`src/rtl/acc_pkg.sv`:
```
package acc_pkg;

  typedef enum logic [3:0] {
    ST_F_MAR   = 4'd0,
    ST_F_READ  = 4'd1,
    ST_F_MDR   = 4'd2,
    ST_F_INC   = 4'd3,
    ST_F_IR    = 4'd4,
    ST_DECODE  = 4'd5,
    ST_X_READ  = 4'd6,
    ST_X_MDR   = 4'd7,
    ST_X_ALU   = 4'd8,
    ST_X_STPRE = 4'd9,
    ST_X_WRITE = 4'd10,
    ST_X_JUMP  = 4'd11,
    ST_X_RET   = 4'd12,
    ST_BOUND   = 4'd13,
    ST_IRQ     = 4'd14,
    ST_HALT    = 4'd15
  } step_t;

  localparam logic [3:0] OPC_LOAD  = 4'd1;
  localparam logic [3:0] OPC_STORE = 4'd2;
  localparam logic [3:0] OPC_ADD   = 4'd3;
  localparam logic [3:0] OPC_SUB   = 4'd4;
  localparam logic [3:0] OPC_AND   = 4'd5;
  localparam logic [3:0] OPC_JMP   = 4'd6;
  localparam logic [3:0] OPC_JZ    = 4'd7;
  localparam logic [3:0] OPC_JN    = 4'd8;
  localparam logic [3:0] OPC_RET   = 4'd9;
  localparam logic [3:0] OPC_HALT  = 4'd15;

  localparam int FLG_C = 0;
  localparam int FLG_Z = 1;
  localparam int FLG_N = 2;
  localparam int FLG_V = 3;

  typedef enum logic [1:0] {
    ALU_PASS = 2'd0,
    ALU_ADD  = 2'd1,
    ALU_SUB  = 2'd2,
    ALU_AND  = 2'd3
  } alu_op_t;

endpackage

```
`src/rtl/acc_alu.sv`:
```
module acc_alu
  import acc_pkg::*;
#(
  parameter int WORD_W = 16
) (
  input  alu_op_t           op,
  input  logic [WORD_W-1:0] a,
  input  logic [WORD_W-1:0] b,
  input  logic [3:0]        flags_in,
  output logic [WORD_W-1:0] res,
  output logic [3:0]        flags_out
);
  localparam int MSB = WORD_W - 1;

  logic [WORD_W:0] wide;

  always_comb begin
    wide      = '0;
    res       = b;
    flags_out = flags_in;
    unique case (op)
      ALU_ADD: begin
        wide             = {1'b0, a} + {1'b0, b};
        res              = wide[MSB:0];
        flags_out[FLG_C] = wide[WORD_W];
        flags_out[FLG_V] = (a[MSB] == b[MSB]) && (wide[MSB] != a[MSB]);
      end
      ALU_SUB: begin
        wide             = {1'b0, a} - {1'b0, b};
        res              = wide[MSB:0];
        flags_out[FLG_C] = wide[WORD_W];
        flags_out[FLG_V] = (a[MSB] != b[MSB]) && (wide[MSB] != a[MSB]);
      end
      ALU_AND:  res = a & b;
      default:  res = b;
    endcase
    flags_out[FLG_Z] = (res == '0);
    flags_out[FLG_N] = res[MSB];
  end
endmodule

```
`src/rtl/acc_ctrl.sv`:
```
module acc_ctrl
  import acc_pkg::*;
(
  input  logic       clk,
  input  logic       rst,
  input  logic [3:0] opcode,
  input  logic       irq,
  input  logic       masked,
  output step_t      step
);
  step_t nxt;

  always_comb begin
    nxt = step;
    unique case (step)
      ST_F_MAR:   nxt = ST_F_READ;
      ST_F_READ:  nxt = ST_F_MDR;
      ST_F_MDR:   nxt = ST_F_INC;
      ST_F_INC:   nxt = ST_F_IR;
      ST_F_IR:    nxt = ST_DECODE;
      ST_DECODE: begin
        case (opcode)
          OPC_LOAD, OPC_ADD, OPC_SUB, OPC_AND: nxt = ST_X_READ;
          OPC_STORE:                           nxt = ST_X_STPRE;
          OPC_JMP, OPC_JZ, OPC_JN:             nxt = ST_X_JUMP;
          OPC_RET:                             nxt = ST_X_RET;
          OPC_HALT:                            nxt = ST_HALT;
          default:                             nxt = ST_BOUND;
        endcase
      end
      ST_X_READ:  nxt = ST_X_MDR;
      ST_X_MDR:   nxt = ST_X_ALU;
      ST_X_ALU:   nxt = ST_BOUND;
      ST_X_STPRE: nxt = ST_X_WRITE;
      ST_X_WRITE: nxt = ST_BOUND;
      ST_X_JUMP:  nxt = ST_BOUND;
      ST_X_RET:   nxt = ST_BOUND;
      ST_BOUND:   nxt = (irq && !masked) ? ST_IRQ : ST_F_MAR;
      ST_IRQ:     nxt = ST_F_MAR;
      ST_HALT:    nxt = ST_HALT;
      default:    nxt = ST_F_MAR;
    endcase
  end

  always_ff @(posedge clk) begin
    if (rst) step <= ST_F_MAR;
    else     step <= nxt;
  end

  a_r2_ir_after_inc: assert property (@(posedge clk) disable iff (rst)
    (step == ST_F_IR) |-> ($past(step) == ST_F_INC));
  a_r2_mdr_after_read: assert property (@(posedge clk) disable iff (rst)
    (step == ST_F_MDR) |-> ($past(step) == ST_F_READ));
  a_r10_entry_at_boundary: assert property (@(posedge clk) disable iff (rst)
    (step == ST_IRQ) |-> ($past(step) == ST_BOUND));
  a_r11_masked_no_entry: assert property (@(posedge clk) disable iff (rst)
    (step == ST_BOUND && masked) |=> (step == ST_F_MAR));
  a_r12_halt_sticky: assert property (@(posedge clk) disable iff (rst)
    (step == ST_HALT) |=> (step == ST_HALT));
endmodule

```
`src/rtl/acc_core.sv`:
```
module acc_core
  import acc_pkg::*;
#(
  parameter int              ADDR_W = 12,
  parameter logic [ADDR_W-1:0] VECTOR = 12'h080
) (
  input  logic                 clk,
  input  logic                 rst,
  output logic [ADDR_W-1:0]    mem_addr,
  output logic                 mem_rd,
  output logic                 mem_we,
  output logic [ADDR_W+3:0]    mem_wdata,
  input  logic [ADDR_W+3:0]    mem_rdata,
  input  logic                 irq,
  output logic [3:0]           status,
  output logic [3:0]           dbg_step
);
  localparam int OP_W   = 4;
  localparam int WORD_W = OP_W + ADDR_W;

  logic [ADDR_W-1:0] pc, mar, sh_pc;
  logic [WORD_W-1:0] mdr, ir, acc, sh_acc;
  logic [3:0]        sr, sh_sr;
  logic              masked;
  step_t             step;

  logic [OP_W-1:0]   opcode;
  logic [ADDR_W-1:0] operand;
  alu_op_t           alu_op;
  logic [WORD_W-1:0] alu_res;
  logic [3:0]        alu_flags;
  logic              take_jump;

  assign opcode  = ir[WORD_W-1 -: OP_W];
  assign operand = ir[ADDR_W-1:0];

  acc_ctrl u_ctrl (
    .clk    (clk),
    .rst    (rst),
    .opcode (opcode),
    .irq    (irq),
    .masked (masked),
    .step   (step)
  );

  always_comb begin
    case (opcode)
      OPC_ADD: alu_op = ALU_ADD;
      OPC_SUB: alu_op = ALU_SUB;
      OPC_AND: alu_op = ALU_AND;
      default: alu_op = ALU_PASS;
    endcase
    case (opcode)
      OPC_JMP: take_jump = 1'b1;
      OPC_JZ:  take_jump = sr[FLG_Z];
      OPC_JN:  take_jump = sr[FLG_N];
      default: take_jump = 1'b0;
    endcase
  end

  acc_alu #(.WORD_W(WORD_W)) u_alu (
    .op        (alu_op),
    .a         (acc),
    .b         (mdr),
    .flags_in  (sr),
    .res       (alu_res),
    .flags_out (alu_flags)
  );

  always_ff @(posedge clk) begin
    if (rst) begin
      pc     <= '0;
      mar    <= '0;
      mdr    <= '0;
      ir     <= '0;
      acc    <= '0;
      sr     <= '0;
      sh_pc  <= '0;
      sh_acc <= '0;
      sh_sr  <= '0;
      masked <= 1'b0;
    end else begin
      unique case (step)
        ST_F_MAR:   mar <= pc;
        ST_F_MDR:   mdr <= mem_rdata;
        ST_F_INC:   pc  <= pc + 1'b1;
        ST_F_IR:    ir  <= mdr;
        ST_DECODE:  mar <= operand;
        ST_X_MDR:   mdr <= mem_rdata;
        ST_X_ALU: begin
          acc <= alu_res;
          sr  <= alu_flags;
        end
        ST_X_STPRE: mdr <= acc;
        ST_X_JUMP:  if (take_jump) pc <= mar;
        ST_X_RET: begin
          pc     <= sh_pc;
          acc    <= sh_acc;
          sr     <= sh_sr;
          masked <= 1'b0;
        end
        ST_IRQ: begin
          sh_pc  <= pc;
          sh_acc <= acc;
          sh_sr  <= sr;
          pc     <= VECTOR;
          masked <= 1'b1;
        end
        default: ;
      endcase
    end
  end

  assign mem_addr  = mar;
  assign mem_rd    = (step == ST_F_READ) || (step == ST_X_READ);
  assign mem_we    = (step == ST_X_WRITE);
  assign mem_wdata = mdr;
  assign status    = sr;
  assign dbg_step  = step;

  a_r1_reset_state: assert property (@(posedge clk) disable iff (rst)
    $past(rst) |-> (step == ST_F_MAR && pc == '0 && sr == '0 && !mem_we && !mem_rd));
  a_r7_we_single: assert property (@(posedge clk) disable iff (rst)
    mem_we |=> !mem_we);
  a_r7_wdata_is_acc: assert property (@(posedge clk) disable iff (rst)
    mem_we |-> (mem_wdata == acc));
  a_r8_jump_taken: assert property (@(posedge clk) disable iff (rst)
    (step == ST_X_JUMP && opcode == OPC_JMP) |=> (pc == $past(mar)));
  a_r10_mask_on_entry: assert property (@(posedge clk) disable iff (rst)
    (step == ST_IRQ) |=> (masked && pc == VECTOR));
  a_r13_strobes_exclusive: assert property (@(posedge clk) disable iff (rst)
    !(mem_rd && mem_we));
endmodule

```
`config.mk`:
```
export PLATFORM = sky130hd
export DESIGN_NAME = acc_core
export DESIGN_NICKNAME = d
export VERILOG_FILES = /design/src/rtl/acc_pkg.sv /design/src/rtl/acc_alu.sv /design/src/rtl/acc_ctrl.sv /design/src/rtl/acc_core.sv
export SDC_FILE = /design/constraint.sdc
export NUM_CORES = 1
export LEC_CHECK = 0
export BUFFER_PORTS_ARGS = -buffer_cell sky130_fd_sc_hd__buf_2
export CELL_PAD_IN_SITES_DETAIL_PLACEMENT = 1
export CELL_PAD_IN_SITES_GLOBAL_PLACEMENT = 2
export CORE_ASPECT_RATIO = 1.2
export CORE_MARGIN = 2
export CORE_UTILIZATION = 36
export DETAILED_ROUTE_END_ITERATION = 10
export PLACE_DENSITY_LB_ADDON = 0.1
export SLEW_MARGIN = 10
export SYNTH_ARGS = -nofsm -noshare
export SYNTH_HDL_FRONTEND = slang
export SYNTH_SLANG_ARGS = --single-unit
```
`constraint.sdc`:
```
create_clock -name clk -period 4 [get_ports clk]
set_input_delay 0.2 -clock clk [delete_from_list [all_inputs] [get_ports clk]]
set_output_delay 0.2 -clock clk [all_outputs]
set_load 0.01 [all_outputs]
```
---- Word level (Yosys, flattened, before mapping) ----
Memories as Yosys holds them, arrays and structs flattened. A register that Yosys moved wholly into a read port is not among the register bits.
Index checks and enable logic that the tools add are counted.
storage, ports and cells
  memories ................................ 1
  word-level logic and storage cells ...... 79
  bits in read-only memories .............. 64
  bits in registers ....................... 113
memories
  name             depth  width  rd ports  clocked after memory_dff  write ports  RTL line        text
  (no name shown)  16     4      1         1                         0            acc_ctrl.sv:22  case (opcode)
operators by class
  add/sub/neg operators ................... 3
  mux-type cells .......................... 16
  reduce and logical (&&, ||, !) cells .... 16
  equality and inequality tests ........... 30
  bitwise operators ....................... 1
operator list
  operator                 number
  $pmux W16 S2             2
  $pmux W4 S13             1
  $pmux W12 S4             1
  $pmux W16 S3             1
  $eq A4 B4 Y1 const B     9
  $eq A4 B3 Y1 const B     8
  $pmux W12 S2             1
  $add A16 B16 Y17         1
  $sub A16 B16 Y17         1
  $and A16 B16 Y16         1
  $logic_not A16 Y1        1
  $add A12 B1 Y12 const B  1
  $eq A4 B2 Y1 const B     3
  $mux W12                 1
  $mux W4                  3
  $pmux W4 S2              1
  $reduce_bool A2 Y1       4
  $pmux W1 S2              3
  $pmux W2 S3              1
  $eq A2 B2 Y1 const B     2
  $eq A4 B1 Y1 const B     1
  $logic_not A4 Y1         1
  $reduce_and A2 Y1        2
  $reduce_bool A4 Y1       1
  11 further kinds         15

---- Longest topological paths before layout ----
  depth after elaboration ................. 6
  depth in mapped cells ................... 13
  gate-level depth less buffers ........... 13

---- Cells and area by module ----
A second synthesis with hierarchy kept.
second synthesis, totals
  cells, all modules ...................... 964
  area total of the unflattened synthesis .. 7567.3 um^2
modules (own cells, without submodules)
  module    cells each  area an instance (um^2)  sequential area each (um^2)  instances
  acc_core  578         4902.2                   2182.1                       1
  acc_alu   338         2318.5                   0.0                          1
  acc_ctrl  48          346.6                    80.1                         1

---- Worst setup path after synthesis ----
OpenSTA, ideal clock, no wires.
  path type ............................... reg2reg
  start point ............................. reg mdr[2], in the netlist mem_wdata[2]
  end point ............................... reg sr[1], in the netlist status[1]
  path slack .............................. 0.524 ns
  cell stages (with the launch flop) ...... 13
  arrival time ............................ 3.397 ns
  data required time ...................... 3.921 ns
  setup time .............................. 0.079 ns
  cell sequence ........................... dfxtp_1 inv_1 ha_1 nor2b_1 o21ai_0 nand2b_1 a211o_1 a222oi_1 nand3_1 or4b_1 or4_1 or4_1 a211oi_2
between the ends
  word-level cells in the longest chain between the ends .. 4
  elaborated cells between the ends (all ways) .. 6
  classes of those cells .................. add/sub: 2; mux: 2; bitwise: 1; reduce/logical: 1
RTL lines
  item                                            RTL line        text
  start: declaration                              acc_core.sv:22  logic [WORD_W-1:0] mdr, ir, acc, sh_acc;
  start signal: assignment                        acc_core.sv:85  ST_F_MDR: mdr <= mem_rdata;
  start signal: assignment                        acc_core.sv:89  ST_X_MDR: mdr <= mem_rdata;
  $sub A16 B16 Y17, or another cell as far along  acc_alu.sv:29   wide = {1'b0, a} - {1'b0, b};
  $pmux W16 S3 (*)                                acc_alu.sv:21   unique case (op)
  $logic_not A16 Y1 (*)                           acc_alu.sv:37   flags_out[FLG_Z] = (res == '0);
  $pmux W4 S2 (*)                                 acc_core.sv:83  unique case (step)
  end signal: assignment                          acc_core.sv:92  sr <= alu_flags;
  end signal: assignment                          acc_core.sv:99  sr <= sh_sr;
  end: declaration                                acc_core.sv:23  logic [3:0] sr, sh_sr;
Mark *: on every way between the ends. The rest lies on a longest branch, timed or not.
A chain may end at the register's enable or synchronous reset.

---- Final worst setup path ----
  start point ............................. reg mdr[6], in the netlist mem_wdata[6]
  end point ............................... reg sr[1], in the netlist status[1]
The elaborated chain is that of the path after synthesis.

==> results.json <==
{
  "clock_latency_ps": 430,
  "yosys_warnings": 0,
  "clk_pin_slew_ps": 60,
  "netlist_instances": 953,
  "cts_tree": "yes",
  "h-tree-depth": 4,
  "clockRootBuffer": "clkbuf_16",
  "period_share": 0.958,
  "synthArstFlopShare": 0,
  "grt_overflow": 0,
  "grt_usage": 0.260,
  "place_hpwl_um": 19900,
  "clk_path_buf_depth": 2,
  "status": "finished, final reports clean",
  "dp_cells": 1239,
  "first_pass_iters": 5,
  "finalSetupViolCount": 0,
  "synth_seq_cells": 117,
  "synthFlopType": "dfxtp_1",
  "final_hold_viol_count": 0,
  "drtIter0Drc": 366,
  "min_period_ps": 3830,
  "cts_inserted_buffers": 17,
  "postRouteAntennaNets": 0,
  "vias_per_cell": 5.78,
  "p_leak_nw": 3.30,
  "maxCapViolCount": 0,
  "finalWorstSetupSlack_ps": 166,
  "fin_worst_skew_ps": 15.1,
  "core_um2": 19700,
  "cp_slowest_stage_delay_ps": 570,
  "ys_types": 83,
  "cp.arrival_ps": 4170,
  "dp_slack_ps": 51.5,
  "synth-edff-count": 0,
  "floorplan.initialDensity": 0.369,
  "postSynthAreaPerCell_um2": 7.63,
  "slew_headroom": 0.355,
  "required_ps": 4340,
  "path_common_cell": "or4_1",
  "path_max_fanout": 14,
  "area_growth_pct": 15.8,
  "cp-end-kind": "flip-flop",
  "grt_pass1_vias": 7612,
  "pin_count": 57,
  "wire_per_inst_um": 21.8,
  "final_util": 0.427,
  "ctsHoldBuffers": 0,
  "ir_drop_mv": 0.285,
  "cp_slowest_cell": "or4b_1",
  "instances_no_fill": 1272,
  "rows": 56,
  "fp.dieH_um": 160,
  "n_antenna_cell": 0,
  "vias": 7356,
  "worstMarginPinSlew_ps": 964,
  "nNetsFinal": 1053,
  "hold_path.class": "primary input to flip-flop",
  "cts_num_sinks": 117,
  "dieArea_um2": 21300,
  "grt_max_degree": 60,
  "final_max_slew_viol_count": 0,
  "drc_errors": 0,
  "yosysSeqAreaShare": 0.322,
  "wirelength_um": 27800,
  "grt_pass1_wl_um": 43300,
  "path_cells": "inv_1 > ha_2 > nor2_1 > a211oi_1 > a31oi_2 > a221oi_1 > o21ai_0 > or4b_1 > or4_1 > or4_1 > a211oi_2",
  "gp_congestion": 0.904,
  "startpoint_type": "flip-flop",
  "power_density_nw_per_um2": 373,
  "syn_nets": 1008,
  "hold_ws_ps": 120,
  "fmax_ghz": 0.261,
  "path_class": "flip-flop to flip-flop",
  "syn_area_um2": 7270,
  "port-buffer-count": 56,
  "fp.dieW_um": 134,
  "layout-drive-gt1-share": 0.157,
  "antenna_found_initial": 0
}
==> area by class of cell <==
| class | count | area, um2 |
|---|---|---|
| tap | 261 | 327 |
| multi-input combinational | 732 | 4460 |
| clock inverter | 14 | 161 |
| clock buffer | 18 | 429 |
| sequential | 117 | 2350 |
| inverter | 40 | 150 |
| fill | 2423 | 11300 |
| timing repair buffer | 90 | 538 |
==> synthesized netlist by cell type, drive strengths merged (3+ instances only) <==
master | n | area [um2]
and3 | 10 | 63.8
nand4 | 3 | 18.8
o21bai | 5 | 37.5
a31oi | 10 | 62.6
nand3 | 8 | 40.0
nand2 | 160 | 608
a211o | 3 | 26.3
o21ai | 41 | 205
inv | 39 | 146
nor3 | 12 | 60.1
a222oi | 5 | 50.1
dfxtp | 117 | 2340
ha | 34 | 425
or3 | 3 | 18.8
o22ai | 5 | 31.3
mux2i | 30 | 300
nand2b | 13 | 81.3
or2 | 3 | 18.8
a211oi | 40 | 305
o21a | 5 | 37.5
nor4 | 9 | 56.3
o211ai | 14 | 110
a21o | 8 | 61.3
a221oi | 13 | 114
nor2b | 12 | 75.1
o31ai | 3 | 22.5
o221a | 3 | 33.8
xnor2 | 4 | 35.0
nor3b | 3 | 27.5
nand3b | 3 | 22.5
clkbuf | 51 | 244
buf | 12 | 100
a21oi | 119 | 599
a22oi | 11 | 87.6
nor2 | 101 | 389
==> cells by family after synthesis <==
group                    share of synthesized area
AO/OA/AOI/OAI                                0.277
multiplexers                                0.0413
buffers and inverters                       0.0697
adder cells (fa/ha/maj)                     0.0640
XOR/XNOR                                   0.00602
AND/OR/NAND/NOR                              0.220
flip-flops                                   0.322
==> final timing paths <==
check | slack [ps] | depth (start not counted) | start | to
worst max-delay path | 170 | 11 | mem_wdata[6] | status[1]
worst min-delay path | 120 | 3 | mem_rdata[0] | mem_wdata[0]
worst min register to register | 450 | 2 | sh_acc[13] | sh_acc[13]
worst max register to register | 170 | 11 | mem_wdata[6] | status[1]
==> per-layer routing <==
| layer | global-route usage | routed length (um) | vias to the layer above |
|---|---|---|---|
| li1 | - | - | 3497 |
| met1 | 0.319 | 12100 | 3636 |
| met2 | 0.452 | 13800 | 164 |
| met3 | 0.0397 | 979 | 59 |
| met4 | 0.108 | 969 | 0 |
| met5 | 0 | 0 | - |
==> flip-flops by register name, summed over array words and instances, names as in the netlist, named ones only <==
signal / count
sh_sr: 4
masked: 1
sh_acc: 16
sh_pc: 12
acc: 16
status: 4
ir: 16
mem_addr: 12
pc: 12
mem_wdata: 16
u_ctrl.step: 4
==> power by group <==
part / switching (mW) / internal, mW / total (mW) / leakage, nW
registers: 0.0209 / 1.18 / 1.20 / 0.946
logic: 0.231 / 0.138 / 0.369 / 2.07
clock network: 0.598 / 0.974 / 1.57 / 0.289
total: 0.849 / 2.29 / 3.14 / 3.30
==> metrics by stage <==
stage / total power, mW / TNS, ps / instance area (um2)
floorplan: 1.46 / 0 / 7270
global placement: 1.58 / 0 / 7790
detailed placement: 1.59 / 0 / 7790
CTS: 3.18 / 0 / 8380
global route: 3.25 / -4.43 / 8410
finish: 3.14 / 0 / 8410
==> worst max-delay path: cells and delay by family (launching register included) <==
| family | cells | cell delay [ps] |
|---|---|---|
| compound gates | 5 | 1200 |
| fa+ha+maj | 1 | 470 |
| buf+inv | 1 | 70 |
| flops | 1 | 410 |
| simple gates | 4 | 1600 |
==> cells in the final DEF (no fill, tap or decap), types with 5 or more instances in the layout <==
cell type	count
nand2_1	159
a22oi_1	10
and3_1	9
buf_4	35
clkinv_2	6
nand3_1	8
a31oi_1	9
a221oi_1	13
ha_1	33
a211oi_1	37
clkbuf_16	17
a21oi_1	118
buf_2	55
o211ai_1	13
mux2i_1	30
o21ai_0	38
inv_1	39
a222oi_1	5
nor4_1	9
dfxtp_1	113
nor2_1	97
a21o_1	7
o21bai_1	5
nor2b_1	11
o21a_1	5
nor3_1	10
nand2b_1	13
==> timing repair <==
item	4_1_cts	5_1_grt
gates resized for setup	0	9
setup buffers	0	1
endpoints found under the setup margin	0	1
(Power assumes the default switching activity.)
